<file path="config.mk">
export PLATFORM = sky130hd
export DESIGN_NAME = synth_word_loader
export DESIGN_NICKNAME = d
export VERILOG_FILES = /design/src/rtl/synth_load_pkg.sv /design/src/rtl/sl_sync.sv /design/src/rtl/sl_shifter.sv /design/src/rtl/sl_commit.sv /design/src/rtl/synth_word_loader.sv
export SDC_FILE = /design/constraint.sdc
export NUM_CORES = 1
export LEC_CHECK = 0
export BUFFER_PORTS_ARGS = -buffer_cell sky130_fd_sc_hd__buf_2
export CAP_MARGIN = 10
export CORE_ASPECT_RATIO = 1.25
export CORE_MARGIN = 5
export CORE_UTILIZATION = 57
export CTS_CLUSTER_DIAMETER = 40
export DETAILED_ROUTE_END_ITERATION = 7
export PLACE_DENSITY = 0.87
export SKIP_LAST_GASP = 1
export SLEW_MARGIN = 40
export SYNTH_ARGS = -nofsm -noshare
export SYNTH_HDL_FRONTEND = slang
export SYNTH_SLANG_ARGS = --single-unit
export TNS_END_PERCENT = 1
</file>
<file path="constraint.sdc">
create_clock -name clk -period 2.5 [get_ports clk]
set_input_delay 0.125 -clock clk [delete_from_list [all_inputs] [get_ports clk]]
set_output_delay 0.125 -clock clk [all_outputs]
set_load 0.005 [all_outputs]
</file>
<file path="src/rtl/synth_load_pkg.sv">
package synth_load_pkg;

   typedef enum logic [1:0] {
      TGT_NONE = 2'd0,
      TGT_REF  = 2'd1,
      TGT_CTL  = 2'd2,
      TGT_DIV  = 2'd3
   } load_tgt_e;

   function automatic int max3(input int a, input int b, input int c);
      int m;
      m = (a > b) ? a : b;
      return (m > c) ? m : c;
   endfunction

endpackage

</file>
<file path="src/rtl/sl_sync.sv">
module sl_sync #(
   parameter int   STAGES  = 2,
   parameter logic RST_VAL = 1'b0
) (
   input  logic clk,
   input  logic rst_n,
   input  logic d,
   output logic q
);
   generate
      if (STAGES == 0) begin : g_bypass
         assign q = d;
      end else begin : g_chain
         logic [STAGES-1:0] ff;
         always_ff @(posedge clk or negedge rst_n) begin
            if (!rst_n) begin
               ff <= {STAGES{RST_VAL}};
            end else begin
               ff[0] <= d;
               for (int i = 1; i < STAGES; i++) begin
                  ff[i] <= ff[i-1];
               end
            end
         end
         assign q = ff[STAGES-1];
      end
   endgenerate
endmodule

</file>
<file path="src/rtl/sl_shifter.sv">
module sl_shifter #(
   parameter int SHIFT_W = 18,
   parameter int CNT_W   = 5,
   parameter int CNT_MAX = 25
) (
   input  logic               clk,
   input  logic               rst_n,
   input  logic               sck,
   input  logic               sen_n,
   input  logic               sdat,
   output logic [SHIFT_W-1:0] shift_q,
   output logic [CNT_W-1:0]   cnt_q,
   output logic               frame_end
);
   logic sck_d;
   logic sen_d;
   logic sck_rise;

   assign sck_rise  = sck & ~sck_d;
   assign frame_end = sen_n & ~sen_d;

   always_ff @(posedge clk or negedge rst_n) begin
      if (!rst_n) begin
         sck_d <= 1'b0;
         sen_d <= 1'b1;
      end else begin
         sck_d <= sck;
         sen_d <= sen_n;
      end
   end

   always_ff @(posedge clk or negedge rst_n) begin
      if (!rst_n) begin
         shift_q <= '0;
         cnt_q   <= '0;
      end else if (sen_n) begin
         cnt_q <= '0;
      end else if (sck_rise) begin
         shift_q <= {shift_q[SHIFT_W-2:0], sdat};
         if (cnt_q != CNT_W'(CNT_MAX)) begin
            cnt_q <= cnt_q + 1'b1;
         end
      end
   end


   cnt_bound_chk: assert property (@(posedge clk) disable iff (!rst_n)
      cnt_q <= CNT_W'(CNT_MAX));


   idle_clear_chk: assert property (@(posedge clk) disable iff (!rst_n)
      $past(sen_n) |-> (cnt_q == '0));


   shift_hold_chk: assert property (@(posedge clk) disable iff (!rst_n)
      !(sck_rise && !sen_n) |=> $stable(shift_q));
endmodule

</file>
<file path="src/rtl/sl_commit.sv">
module sl_commit
   import synth_load_pkg::*;
#(
   parameter int SHIFT_W = 18,
   parameter int CNT_W   = 5,
   parameter int REF_W   = 16,
   parameter int CTL_W   = 8,
   parameter int DIV_W   = 24,
   parameter int N_W     = 12,
   parameter int A_W     = 6
) (
   input  logic               clk,
   input  logic               rst_n,
   input  logic               frame_end,
   input  logic [CNT_W-1:0]   cnt,
   input  logic [SHIFT_W-1:0] shift,
   output logic [REF_W-1:0]   ref_q,
   output logic [CTL_W-1:0]   ctl_q,
   output logic [N_W-1:0]     n_q,
   output logic [A_W-1:0]     a_q
);
   localparam int A_LSB = 0;
   localparam int N_LSB = A_W;

   load_tgt_e        tgt;
   logic [REF_W-1:0] ref_stage;

   always_comb begin
      if (cnt == CNT_W'(REF_W))      tgt = TGT_REF;
      else if (cnt == CNT_W'(CTL_W)) tgt = TGT_CTL;
      else if (cnt == CNT_W'(DIV_W)) tgt = TGT_DIV;
      else                           tgt = TGT_NONE;
   end

   always_ff @(posedge clk or negedge rst_n) begin
      if (!rst_n) begin
         ref_stage <= '0;
         ref_q     <= '0;
         ctl_q     <= '0;
         n_q       <= '0;
         a_q       <= '0;
      end else if (frame_end) begin
         unique case (tgt)
            TGT_REF: ref_stage <= shift[REF_W-1:0];
            TGT_CTL: ctl_q     <= shift[CTL_W-1:0];
            TGT_DIV: begin
               n_q   <= shift[N_LSB +: N_W];
               a_q   <= shift[A_LSB +: A_W];
               ref_q <= ref_stage;
            end
            default: ;
         endcase
      end
   end


   ref_sync_chk: assert property (@(posedge clk) disable iff (!rst_n)
      !$stable(ref_q) |-> $past(frame_end && tgt == TGT_DIV));


   ctl_src_chk: assert property (@(posedge clk) disable iff (!rst_n)
      !$stable(ctl_q) |-> $past(frame_end && tgt == TGT_CTL));


   no_update_chk: assert property (@(posedge clk) disable iff (!rst_n)
      (frame_end && tgt == TGT_NONE) |=>
         ($stable(ref_q) && $stable(ctl_q) && $stable(n_q) && $stable(a_q)
          && $stable(ref_stage)));
endmodule

</file>
<file path="src/rtl/synth_word_loader.sv">
module synth_word_loader
   import synth_load_pkg::*;
#(
   parameter int SYNC_STAGES = 2,
   parameter int REF_W       = 16,
   parameter int CTL_W       = 8,
   parameter int DIV_W       = 24,
   parameter int N_W         = 12,
   parameter int A_W         = 6
) (
   input  logic             clk,
   input  logic             rst_n,
   input  logic             ser_clk,
   input  logic             ser_en_n,
   input  logic             ser_data,
   output logic [REF_W-1:0] ref_word,
   output logic [CTL_W-1:0] ctl_word,
   output logic [N_W-1:0]   div_n,
   output logic [A_W-1:0]   div_a
);
   localparam int SHIFT_W = max3(REF_W, CTL_W, N_W + A_W);
   localparam int CNT_MAX = DIV_W + 1;
   localparam int CNT_W   = $clog2(CNT_MAX + 1);

   generate
      if (REF_W == CTL_W || REF_W == DIV_W || CTL_W == DIV_W) begin : g_bad_len
         $error("frame lengths must be distinct");
      end
      if (N_W + A_W > DIV_W) begin : g_bad_fields
         $error("N and A fields exceed divider frame");
      end
      if (REF_W > DIV_W || CTL_W > DIV_W || SHIFT_W < 2) begin : g_bad_order
         $error("divider frame must be the longest");
      end
      if (SYNC_STAGES < 0) begin : g_bad_sync
         $error("SYNC_STAGES must be non-negative");
      end
   endgenerate

   logic sck_s, sen_s, sdat_s;
   logic [SHIFT_W-1:0] shift_q;
   logic [CNT_W-1:0]   cnt_q;
   logic               frame_end;

   sl_sync #(.STAGES(SYNC_STAGES), .RST_VAL(1'b0)) u_sync_clk (
      .clk(clk), .rst_n(rst_n), .d(ser_clk), .q(sck_s));
   sl_sync #(.STAGES(SYNC_STAGES), .RST_VAL(1'b1)) u_sync_en (
      .clk(clk), .rst_n(rst_n), .d(ser_en_n), .q(sen_s));
   sl_sync #(.STAGES(SYNC_STAGES), .RST_VAL(1'b0)) u_sync_dat (
      .clk(clk), .rst_n(rst_n), .d(ser_data), .q(sdat_s));

   sl_shifter #(.SHIFT_W(SHIFT_W), .CNT_W(CNT_W), .CNT_MAX(CNT_MAX)) u_shift (
      .clk(clk), .rst_n(rst_n),
      .sck(sck_s), .sen_n(sen_s), .sdat(sdat_s),
      .shift_q(shift_q), .cnt_q(cnt_q), .frame_end(frame_end));

   sl_commit #(
      .SHIFT_W(SHIFT_W), .CNT_W(CNT_W), .REF_W(REF_W), .CTL_W(CTL_W),
      .DIV_W(DIV_W), .N_W(N_W), .A_W(A_W)
   ) u_commit (
      .clk(clk), .rst_n(rst_n),
      .frame_end(frame_end), .cnt(cnt_q), .shift(shift_q),
      .ref_q(ref_word), .ctl_q(ctl_word), .n_q(div_n), .a_q(div_a));


   pair_update_chk: assert property (@(posedge clk) disable iff (!rst_n)
      !$stable(ref_word) |-> $past(frame_end));
endmodule

</file>
---- Word-level counts from Yosys, hierarchy flattened ----
Cells that the tools add are included.
operators by class
  muxes and demuxes ....................... 6
  eq/ne operators ......................... 7
  bitwise gates (word level) .............. 5
  reductions and logical operators ........ 7
  $add $sub $neg .......................... 1
operator list
  cell                 count
  $mux 5               3
  $eq 5x5->1 const B   2
  $reduce_and 2->1     5
  $mux 2               3
  $add 5x1->5 const B  1
  $eq 5x4->1 const B   1
  $ne 5x5->1 const B   1
  $eq 2x2->1 const B   2
  $reduce_bool 2->1    2
  $not 1->1            3
  $and 1x1->1          2
  $eq 2x1->1 const B   1
storage, ports and cells
  logic and storage cells ................. 38
  flip-flop bits (word level) ............. 89

---- Depth between registers and ports, before layout ----
  depth in word-level cells ............... 6
  mapped depth ............................ 7
  mapped depth without buffers ............ 5

---- Cells and area by module ----
Synthesis repeated with hierarchy kept, for this count alone.
second synthesis, totals
  cells, all modules ...................... 204
  area, all modules ....................... 3622.2 um^2
modules (own cells, without submodules)
  module                     instances  seq. area each (um^2)  area each (um^2)  cells an instance
  sl_commit                  1          1451.4                 2361.0            125
  sl_shifter                 1          626.9                  1108.6            73
  sl_sync at u_sync_clk ...  2          50.0                   50.0              2
  sl_sync at u_sync_en       1          52.6                   52.6              2

---- Worst setup path after synthesis ----
Ideal clock, no wire load.
  path type ............................... reg-to-reg
  start ................................... register u_sync_en.g_chain.ff[1]
  end ..................................... register u_commit.a_q[0]
  setup time .............................. 125 ps
  setup slack ............................. 728 ps
  clock period less this slack ............ 1772 ps
  arrival time ............................ 1647 ps
  data required time ...................... 2375 ps
  stages on the path, launching flop included .. 7
  path buffers ............................ 3
  cells stage by stage .................... dfstp_2 buf_6 and4bb_4 and3_4 buf_6 buf_12 mux2_4
on the way
  word-level cells in the longest chain between the ends .. 2
RTL lines
  element                            line              text
  from (decl)                        sl_sync.sv:14     logic [STAGES-1:0] ff;
  from (signal assigned)             sl_sync.sv:17     ff <= {STAGES{RST_VAL}};
  from (signal, indexed assignment)  sl_sync.sv:21     ff[i] <= ff[i-1];
  $and 1x1->1                        sl_shifter.sv:20  assign frame_end = sen_n & ~sen_d;
  $reduce_and 2->1 (no source line)  n/a
  to (signal assigned)               sl_commit.sv:48   a_q <= shift[A_LSB +: A_W];
  to (decl)                          sl_commit.sv:20   output logic [A_W-1:0] a_q
Every way passes these cells.
A chain may end at the register's enable or synchronous reset.

---- Final worst setup path ----
  start ................................... register u_shift.cnt_q[0]
  end ..................................... register u_commit.a_q[2]
on the way
  word-level cells in the longest chain between the ends .. 6
RTL lines
  element                              line              text
  from (decl)                          sl_shifter.sv:12  output logic [CNT_W-1:0] cnt_q,
  from (signal assigned)               sl_shifter.sv:41  cnt_q <= cnt_q + 1'b1;
  $eq 5x5->1                           sl_commit.sv:31   else if (cnt == CNT_W'(DIV_W)) tgt = TGT_DIV;
  $mux 2                               sl_commit.sv:31
  $mux 2                               sl_commit.sv:30   else if (cnt == CNT_W'(CTL_W)) tgt = TGT_CTL;
  $mux 2 *                             sl_commit.sv:29   if (cnt == CNT_W'(REF_W)) tgt = TGT_REF;
  $eq 2x2->1 *                         sl_commit.sv:43   unique case (tgt)
  $reduce_and 2->1 (no source line) *  n/a
Every way passes the cells marked *; elsewhere a longest branch is shown, timed or not.

==> results_dict.tcl <==
set metrics [dict create \
    synth_cells 204 \
    synth_top_area_cell "dfrtp_1" \
    die_area_um2 7910 \
    synth-simple-area-share 0.0395 \
    max_stage_delay_ps 470 \
    yosysWarnings 0 \
    grt_max_degree 90 \
    yosysMostFrequentCell "dfrtp_1" \
    ys_ff_latch 89 \
    gp_congestion 0.835 \
    critPathSlowestCell "and3_4" \
    synth-compound-area-share 0.00529 \
    die_x_um 80.6 \
    drtPass1Iterations 4 \
    path_clk_slew_ps 80 \
    hold_violations 0 \
    synthTopCellsByArea "dfrtp_1 61%, mux2_2 16%, mux2_4 13%" \
    viasPerCell 5.15 \
    fin_setup_tns_ps 0 \
    crit_arrival_ps 2350 \
    io_pins 47 \
    cts-root-buf "clkbuf_8" \
    timing.final.crit_share 0.846 \
    antenna_found_initial 0 \
    power_density_nw_per_um2 680 \
    post_cts_buffers 0 \
    syn_nets 212 \
    crit_path_start_kind "flop" \
    hpwl_mm 3.87 \
    cts_sinks 89 \
    period_minus_slack_ps 2110 \
    hp-class "flop to flop" \
    die_y_um 98.2 \
    drc 0 \
    wirelength_mm 5.84 \
    leakage_nw 2.18 \
    synth_fa_ha_area_frac 0.0106 \
    coreArea_um2 6130 \
    via_count 1806 \
    grt_pass1_wl_mm 9.77 \
    mappedNetlistArea_um2 3550 \
    cap_viol_max_count 0 \
    synth.distinct_cells 25 \
    seq_area_frac_synth 0.629 \
    path_class "flop to flop" \
    cp.required_ps 2740 \
    critPathBufInv 2 \
    postLayoutCoreUtil 0.671 \
    crit_path_end_kind "flop" \
    rsz0062_at_grt "false" \
    syn_avg_cell_area_um2 17.4 \
    fin_skew_ps 7.65 \
    cts_made_buffers 9 \
    fmax_ghz 0.473 \
    num-nets-final 269 \
    grt_pass1_vias 1956 \
    crit_family "simple AND/OR/NAND/NOR gates" \
    grt_util_all_layers 0.163 \
    synth_edf_count 0 \
    cts_tree "yes" \
    cp_max_fo 21 \
    synthArstFlopShare 1.00 \
    num_antenna_cells 0 \
    drt_iter0_drc 58 \
    synthTopCellsByCount "86 x dfrtp_1, 49 x mux2_2, 30 x mux2_4" \
    slew-limit-headroom 0.547 \
    tightest_slew_ps 679 \
    ir_drop_v 0.000511 \
    synthXorXnorAreaFrac 0 \
    clk_latency_ps 340 \
    status "completed" \
    path_cells "inv_1 > ha_1 > and4bb_4 > and3_4 > buf_4 > mux2_4" \
    wl_per_cell_um 16.6 \
    postRouteAntennaNets 0 \
    synth_top_area_frac 0.607 \
    synth_top_family_by_area "multiplexers" \
    area_delta_synth_final_pct 15.8 \
    slew_viol_final 0 \
    setup_viol 0 \
    io_buffers 46 \
    rows 32 \
    clk_path_buf_depth 2 \
    initial_utilization 0.579 \
    htreeDepth 3 \
    layout-drive-gt1-share 0.571 \
    ys.flop_type "dfrtp_1" \
    grt_overflow 0 \
    synth_mux_area_frac 0.285 \
]
## worst register-to-register path: stages, from the launching register on
cell	delay (ps)
dfrtp_1	430
inv_1	130
ha_1	170
and4bb_4	270
and3_4	470
buf_4	230
mux2_4	300
## registers in the layout, indices dropped and copies added (netlist names)
signal,count
u_shift.sck_d,1
u_commit.n_q,12
u_sync_clk.g_chain.ff,2
u_shift.shift_q,18
u_sync_dat.g_chain.ff,2
u_commit.ref_stage,16
u_commit.a_q,6
u_commit.ref_q,16
u_shift.sen_d,1
u_shift.cnt_q,5
u_commit.ctl_q,8
u_sync_en.g_chain.ff,2
## power breakdown
group          leakage [nW]  switching (mW)  internal, mW
Sequential             1.21          0.0899          1.51
Combinational         0.863          0.0575        0.0710
Clock                 0.107           0.474         0.593
## per-layer routing
layer | vias to the layer above | GRT usage | wire [µm]
met5 | - | 0 | 0
met4 | 0 | 0.0533 | 71
met3 | 6 | 0.0507 | 252
met2 | 40 | 0.272 | 3100
met1 | 932 | 0.201 | 2410
li1 | 828 | - | -
## layout by cell type (no fill, tap or decap), types with 3 or more instances in the layout
cell and n:
dfrtp_1 86, nand2_1 3, dlygate4sd3_1 4, ha_1 3
inv_1 4, clkbuf_8 11, mux2_2 49, mux2_4 30
nor2_1 4, dfstp_2 3, buf_2 45
## stage by stage
stage	std cells	cell area (µm²)	power [mW]	worst slack [ps]	hold WS, ps
detailed placement	331	3840	1.75	418	234
global placement	331	3840	1.74	497	232
global route	351	4110	2.91	324	355
CTS	351	4110	2.83	384	352
finish	351	4110	2.80	386	351
floorplan	204	3550	1.67	728	-171
## layout make-up
class	instances	area (µm²)
Multi-Input combinational cell	104	1210
Clock buffer	12	145
Fill cell	433	2020
Tap cell	85	106
Sequential cell	89	2230
Timing Repair Buffer	53	327
Clock inverter	4	76.3
Inverter	4	15.0
## cells by family (layout without fill, tap and decap cells)
family | count (synthesis) | after routing
and+or+nand+nor | 19 | 19
DFF | 89 | 89
buffers and inverters | 11 | 73
muxes | 80 | 80
adders and majority gates | 3 | 3
AOI/OAI and AO/OA | 2 | 2
## what timing repair did
action	4_1_cts	5_1_grt
hold endpoints to repair	89	0
hold buffers	4	0
gates resized for setup	0	0
## path summary, 6_finish.rpt
check	from	end	slack, ps	cells past startpoint
worst max-delay path	u_shift.cnt_q[0]$_DFFE_PN0P_	u_commit.a_q[2]$_DFFE_PN0P_	390	6
worst min-delay path	u_sync_clk.g_chain.ff[0]$_DFF_PN0_	u_sync_clk.g_chain.ff[1]$_DFF_PN0_	350	0
min in group asynchronous	rst_n	u_commit.ref_q[0]$_DFFE_PN0P_	370	2
worst max register to register	u_shift.cnt_q[0]$_DFFE_PN0P_	u_commit.a_q[2]$_DFFE_PN0P_	390	6
max in group asynchronous	rst_n	u_shift.cnt_q[2]$_DFFE_PN0P_	1640	2
worst min register to register	u_sync_clk.g_chain.ff[0]$_DFF_PN0_	u_sync_clk.g_chain.ff[1]$_DFF_PN0_	350	0
No activity file was read; power rests on OpenSTA's default activity.
